<file path="config.mk">
export PLATFORM = sky130hd
export DESIGN_NAME = mdac_bus_ctrl
export DESIGN_NICKNAME = d
export VERILOG_FILES = /design/src/rtl/mdac_bus_pkg.sv /design/src/rtl/mdac_pair_decode.sv /design/src/rtl/mdac_xfer_decode.sv /design/src/rtl/mdac_chan_strobe.sv /design/src/rtl/mdac_bus_ctrl.sv
export SDC_FILE = /design/constraint.sdc
export NUM_CORES = 1
export LEC_CHECK = 0
export ABC_CLOCK_PERIOD_IN_PS = 1300
export CORE_AREA = 2 2 63 65
export CTS_BUF_LIST = sky130_fd_sc_hd__clkbuf_4
export DETAILED_ROUTE_END_ITERATION = 10
export DIE_AREA = 0 0 65 67
export HOLD_SLACK_MARGIN = 0.02
export PLACE_DENSITY = 0.69
export SLEW_MARGIN = 15
export SYNTH_ARGS = -nofsm -noshare
export SYNTH_HDL_FRONTEND = slang
export SYNTH_HIERARCHICAL = 1
export SYNTH_SLANG_ARGS = --single-unit
</file>
<file path="constraint.sdc">
create_clock -name clk -period 1.3 [get_ports clk]
set_input_delay 0.13 -clock clk [delete_from_list [all_inputs] [get_ports clk]]
set_output_delay 0.13 -clock clk [all_outputs]
set_load 0.1 [all_outputs]
</file>
<file path="src/rtl/mdac_bus_pkg.sv">
package mdac_bus_pkg;

    localparam int NUM_CH_DEF = 8;
    localparam int ADDR_W_DEF = 8;
    localparam int DATA_W     = 8;

    // Strobe bundle toward one converter channel; all fields rest high.
    typedef struct packed {
        logic cs_n;
        logic wr_n;
        logic byte_hi;
        logic xfer_n;
    } ch_strobe_t;

    localparam ch_strobe_t STROBE_REST = '{cs_n: 1'b1, wr_n: 1'b1, byte_hi: 1'b1, xfer_n: 1'b1};

    // Kind of a qualified bus access as seen by one channel.
    typedef enum logic [1:0] {
        ACC_NONE = 2'd0,
        ACC_LOAD = 2'd1,
        ACC_XFER = 2'd2
    } acc_kind_e;

    function automatic acc_kind_e classify(input logic wr_act, input logic pair_hit,
                                           input logic xfer_hit, input logic xfer_bit);
        if (wr_act && pair_hit)               return ACC_LOAD;
        if (wr_act && xfer_hit && !xfer_bit)  return ACC_XFER;
        return ACC_NONE;
    endfunction

    function automatic ch_strobe_t build_strobe(input acc_kind_e kind, input logic odd_addr);
        ch_strobe_t s;
        s = STROBE_REST;
        case (kind)
            ACC_LOAD: begin
                s.cs_n    = 1'b0;
                s.wr_n    = 1'b0;
                s.byte_hi = ~odd_addr;
            end
            ACC_XFER: s.xfer_n = 1'b0;
            default:  s = STROBE_REST;
        endcase
        return s;
    endfunction

endpackage

</file>
<file path="src/rtl/mdac_pair_decode.sv">
module mdac_pair_decode #(
    parameter int              ADDR_W = mdac_bus_pkg::ADDR_W_DEF,
    parameter logic [ADDR_W-1:0] BASE = '0
) (
    input  logic [ADDR_W-1:0] addr,
    output logic              hit,
    output logic              odd
);
    // Only bit 0 varies inside a pair; bit 1 of the base is 0, so base+1
    // never carries into the compared upper bits.
    localparam logic [ADDR_W-2:0] UPPER = BASE[ADDR_W-1:1];

    always_comb begin
        hit = (addr[ADDR_W-1:1] == UPPER);
        odd = addr[0];
    end
endmodule

</file>
<file path="src/rtl/mdac_xfer_decode.sv">
module mdac_xfer_decode #(
    parameter int                ADDR_W = mdac_bus_pkg::ADDR_W_DEF,
    parameter logic [ADDR_W-1:0] XADDR  = '0
) (
    input  logic [ADDR_W-1:0] addr,
    output logic              hit
);
    always_comb hit = (addr == XADDR);
endmodule

</file>
<file path="src/rtl/mdac_chan_strobe.sv">
module mdac_chan_strobe
    import mdac_bus_pkg::*;
(
    input  logic       clk,
    input  logic       rst,
    input  logic       wr_act,
    input  logic       pair_hit,
    input  logic       odd_addr,
    input  logic       xfer_hit,
    input  logic       xfer_bit,
    output ch_strobe_t strobe
);
    acc_kind_e  kind;
    ch_strobe_t nxt;

    always_comb begin
        kind = classify(wr_act, pair_hit, xfer_hit, xfer_bit);
        nxt  = build_strobe(kind, odd_addr);
    end

    always_ff @(posedge clk) begin
        if (rst) strobe <= STROBE_REST;
        else     strobe <= nxt;
    end

    // the write strobe never appears without the chip select
    p_wr_with_cs_r2: assert property (@(posedge clk) disable iff (rst)
        !strobe.wr_n |-> !strobe.cs_n);

    // the low-nibble byte select only accompanies an access to this channel
    p_lsb_needs_cs_r3: assert property (@(posedge clk) disable iff (rst)
        !strobe.byte_hi |-> !strobe.cs_n);

    // a transfer pulse and a data load never coincide
    p_xfer_excl_r6: assert property (@(posedge clk) disable iff (rst)
        !strobe.xfer_n |-> strobe.cs_n);

    // a sampled inactive bus write releases every strobe next cycle
    p_release_r4: assert property (@(posedge clk) disable iff (rst)
        !wr_act |=> (strobe == STROBE_REST));
endmodule

</file>
<file path="src/rtl/mdac_bus_ctrl.sv">
module mdac_bus_ctrl
    import mdac_bus_pkg::*;
#(
    parameter int                       NUM_CH    = NUM_CH_DEF,
    parameter int                       ADDR_W    = ADDR_W_DEF,
    parameter logic [NUM_CH*ADDR_W-1:0] PAIR_BASE = 64'h2C28_2420_1C18_1410,
    parameter logic [ADDR_W-1:0]        XFER_ADDR = 8'h40
) (
    input  logic              clk,
    input  logic              rst,
    input  logic [ADDR_W-1:0] bus_addr,
    input  logic [DATA_W-1:0] bus_data,
    input  logic              bus_wr_n,
    input  logic              card_sel_n,
    output logic [DATA_W-1:0] dac_data,
    output logic [NUM_CH-1:0] dac_cs_n,
    output logic [NUM_CH-1:0] dac_wr_n,
    output logic [NUM_CH-1:0] dac_byte_hi,
    output logic [NUM_CH-1:0] dac_xfer_n
);
    localparam logic [DATA_W-1:0] DATA_REST = {DATA_W{1'b1}};
    localparam int                XBITS     = (NUM_CH < DATA_W) ? NUM_CH : DATA_W;

    logic wr_act;
    logic xfer_hit;

    always_comb wr_act = !bus_wr_n && !card_sel_n;

    mdac_xfer_decode #(.ADDR_W(ADDR_W), .XADDR(XFER_ADDR)) u_xfer_dec (
        .addr (bus_addr),
        .hit  (xfer_hit)
    );

    // Data lines follow the bus while the card is selected, else rest high.
    always_ff @(posedge clk) begin
        if (rst)              dac_data <= DATA_REST;
        else if (!card_sel_n) dac_data <= bus_data;
        else                  dac_data <= DATA_REST;
    end

    for (genvar ch = 0; ch < NUM_CH; ch++) begin : g_ch
        logic       pair_hit;
        logic       odd;
        logic       xbit;
        ch_strobe_t st;

        mdac_pair_decode #(
            .ADDR_W (ADDR_W),
            .BASE   (PAIR_BASE[ch*ADDR_W +: ADDR_W])
        ) u_pair_dec (
            .addr (bus_addr),
            .hit  (pair_hit),
            .odd  (odd)
        );

        // Channels beyond the transfer word width never see a 0 bit.
        if (ch < XBITS) begin : g_xbit
            always_comb xbit = bus_data[ch];
        end else begin : g_noxbit
            always_comb xbit = 1'b1;
        end

        mdac_chan_strobe u_strobe (
            .clk      (clk),
            .rst      (rst),
            .wr_act   (wr_act),
            .pair_hit (pair_hit),
            .odd_addr (odd),
            .xfer_hit (xfer_hit),
            .xfer_bit (xbit),
            .strobe   (st)
        );

        always_comb begin
            dac_cs_n[ch]    = st.cs_n;
            dac_wr_n[ch]    = st.wr_n;
            dac_byte_hi[ch] = st.byte_hi;
            dac_xfer_n[ch]  = st.xfer_n;
        end
    end

    // at most one channel is selected at any time
    p_cs_onehot_r5: assert property (@(posedge clk) disable iff (rst)
        $onehot0(~dac_cs_n));

    // a deselected card leaves every line toward the converters high
    p_idle_high_r8: assert property (@(posedge clk) disable iff (rst)
        card_sel_n |=> (dac_data == DATA_REST) && (&dac_cs_n) && (&dac_xfer_n) && (&dac_wr_n));

    // reset drives all strobes and data to the resting level
    p_reset_rest_r1: assert property (@(posedge clk)
        rst |=> (&dac_cs_n) && (&dac_wr_n) && (&dac_byte_hi) && (&dac_xfer_n) && (dac_data == DATA_REST));

    // transfer pulses never coincide with any chip select
    p_xfer_no_cs_r6: assert property (@(posedge clk) disable iff (rst)
        !(&dac_xfer_n) |-> (&dac_cs_n));
endmodule

</file>
==> out/metrics.csv <==
metric,value,unit
hold buffer count at CTS,0,
CP bufs+invs,1,
share of layout cells above drive strength 1,44.7,%
port bufs,59,
dpl ws,-0.375,ns
critical path type,in -> reg,
TritonCTS clock tree,built,
DP HPWL,2640,um
initial antenna violation count,0,
gpl congestion,0.919,
core area,3610,um2
Critical Path AT,1.38,ns
Setup crit start kind,input port,
first drt pass iteration count,4,
pin count of the biggest net entering global routing,17,
H-tree depth,2,
CP Capture Type,flip-flop,
CP max stage delay,0.53,ns
"commonest non-fill, non-tap cells in the layout","41 x buf_12, 24 x dfxtp_1, 16 x nand3_1, 16 x buf_4, 15 x clkdlybuf4s50_1",
Final Max Slew Viols,0,
number of synthesized flops with an enable pin,0,
first-pass GRT wire length,5380,um
# Post-CTS Setup Buffers,0,
syn_nets,141,
vias in the first global route,1164,
1st-iter DRT viols,35,
"commonest non-fill, non-tap cell in the layout",buf_12,
RSZ-0062 raised after global routing,no,
Critical Path RT,1.50,ns
prevailing post-synth register cell,dfxtp_1,
"Async S/R FF share, synth",0,%
vias per inst,4.80,
# diodes,0,
Total GRT Usage,16.9,%
Layout Cells excl Fill,236,
clock buffer depth,2,
Synth Cell Area,1260,um2
clk slew on worst S/H paths,0.09,ns
"Distinct cells, synth",16,
DRC viols,0,
Filler cells,259,
Syn. warnings,6,
DR WL/cell,14.1,um
total vias in the final route,1133,
number of routed nets with antenna violations,0,
dpl cell area,2340,um2
Max rail drop VDD,0.439,mV
part of the cycle the worst path needs,90.6,%
synthesized instance count,121,
Max-Cap Viols,0,
maximum fanout along the worst path,5,
register bit total from synthesis,32,
total power,1.83,mW
crit path launch,bus_addr[2],
Slew headroom,80.3,%
crit path time final,1.18,ns
CTS Root Cell,clkbuf_4,
full die area,4360,um2
gr ovfl total,0,
Area Growth Syn to Fin,92.6,%
placed cells,229,
Cell Pwr Density,754,nW/um2
Critical-path top delay cell,clkdlybuf4s50_1,
NumNets Final,208,
Initial Utilization,34.9,%
sequential area share after synthesis,50.9,%
# clock sinks,32,
setup_tns,0,ns
"delay-heaviest family, CP",simple AND/OR/NAND/NOR gates,
worst hold path class,in -> reg,
CTS buffer count,5,
Leak Pwr,1.03,nW
Avg Inst Size Synth,10.4,um2
final hold vios,0,
Worst Tran Pin Value,0.292,ns
fmax,849,MHz
"Cell Chain, Critical Path",clkdlybuf4s50_1 > or3b_1 > nor4_4 > nand3_1,
Routed WL,3330,um
Die Wd,65,um
"Design Area, Final",2420,um2
final setup vio count,0,
I/O pin total,60,
Die H,67,um
HP Start,bus_addr[7],
outcome,completed,
# rows,22,
PnR worst setup slack,0.122,ns
-- synth_stat cells, types with 2 or more instances --
master	number	area [um2]
dfxtp_1	32	641
nor2b_4	8	110
nand3_1	16	80.1
and3_1	3	18.8
nor2_1	13	48.8
or4b_1	2	20.0
or3_1	9	56.3
nor4_2	5	62.6
nor4b_1	2	17.5
buf_4	16	120
nand2_1	10	37.5
-- per-layer routing --
layer	track usage [%]	up-vias	routed length [um]
met5	0	-	0
met4	12.8	0	126
met3	2.87	10	166
met2	30.9	49	1750
met1	17.0	534	1280
li1	-	540	-
-- area by class of cell --
class | count | area [um2] | area share (%)
Timing Repair Buffer | 76 | 1140 | 47.1
Sequential cell | 32 | 651 | 26.8
Multi-Input combinational cell | 73 | 528 | 21.8
Tap cell | 48 | 60.1 | 2.48
Clock buffer | 5 | 37.5 | 1.55
Clock inverter | 2 | 7.51 | 0.310
-- kinds of logic after synthesis --
logic type | Yosys count | share of synthesized area, %
buf+inv | 16 | 9.54
simple gates | 73 | 39.6
flops | 32 | 50.9
-- registers in the layout, indices dropped and copies added, names as in the netlist --
register              count
g_ch.u_strobe/strobe     24
dac_data                  8
-- worst paths after layout --
kind,end,slack (ns),cells past startpoint
worst max-delay path,g_ch[3].u_strobe/strobe[1],0.12,4
worst min-delay path,g_ch[0].u_strobe/strobe[3],0.20,4
-- report_power, final --
part,switching [mW],internal [mW],total [mW],leakage [nW]
Clock,0.305,0.188,0.494,0.0261
Combinational,0.179,0.158,0.336,0.752
Sequential,0.00859,0.990,0.998,0.256
-- metrics by stage --
stage                     utilization (%)  hold WS (ns)
after CTS                            66.6         0.394
final                                67.2         0.201
after global placement               64.9         0.596
after global routing                 67.2         0.212
after detailed placement             64.9         0.597
after floorplan                         -         0.226
-- repair_timing --
item | in CTS | in global routing
pin swaps | 0 | 3
resized for setup | 2 | 6
setup endpoints to repair | 2 | 7
No activity file was read; power rests on OpenSTA's default activity.
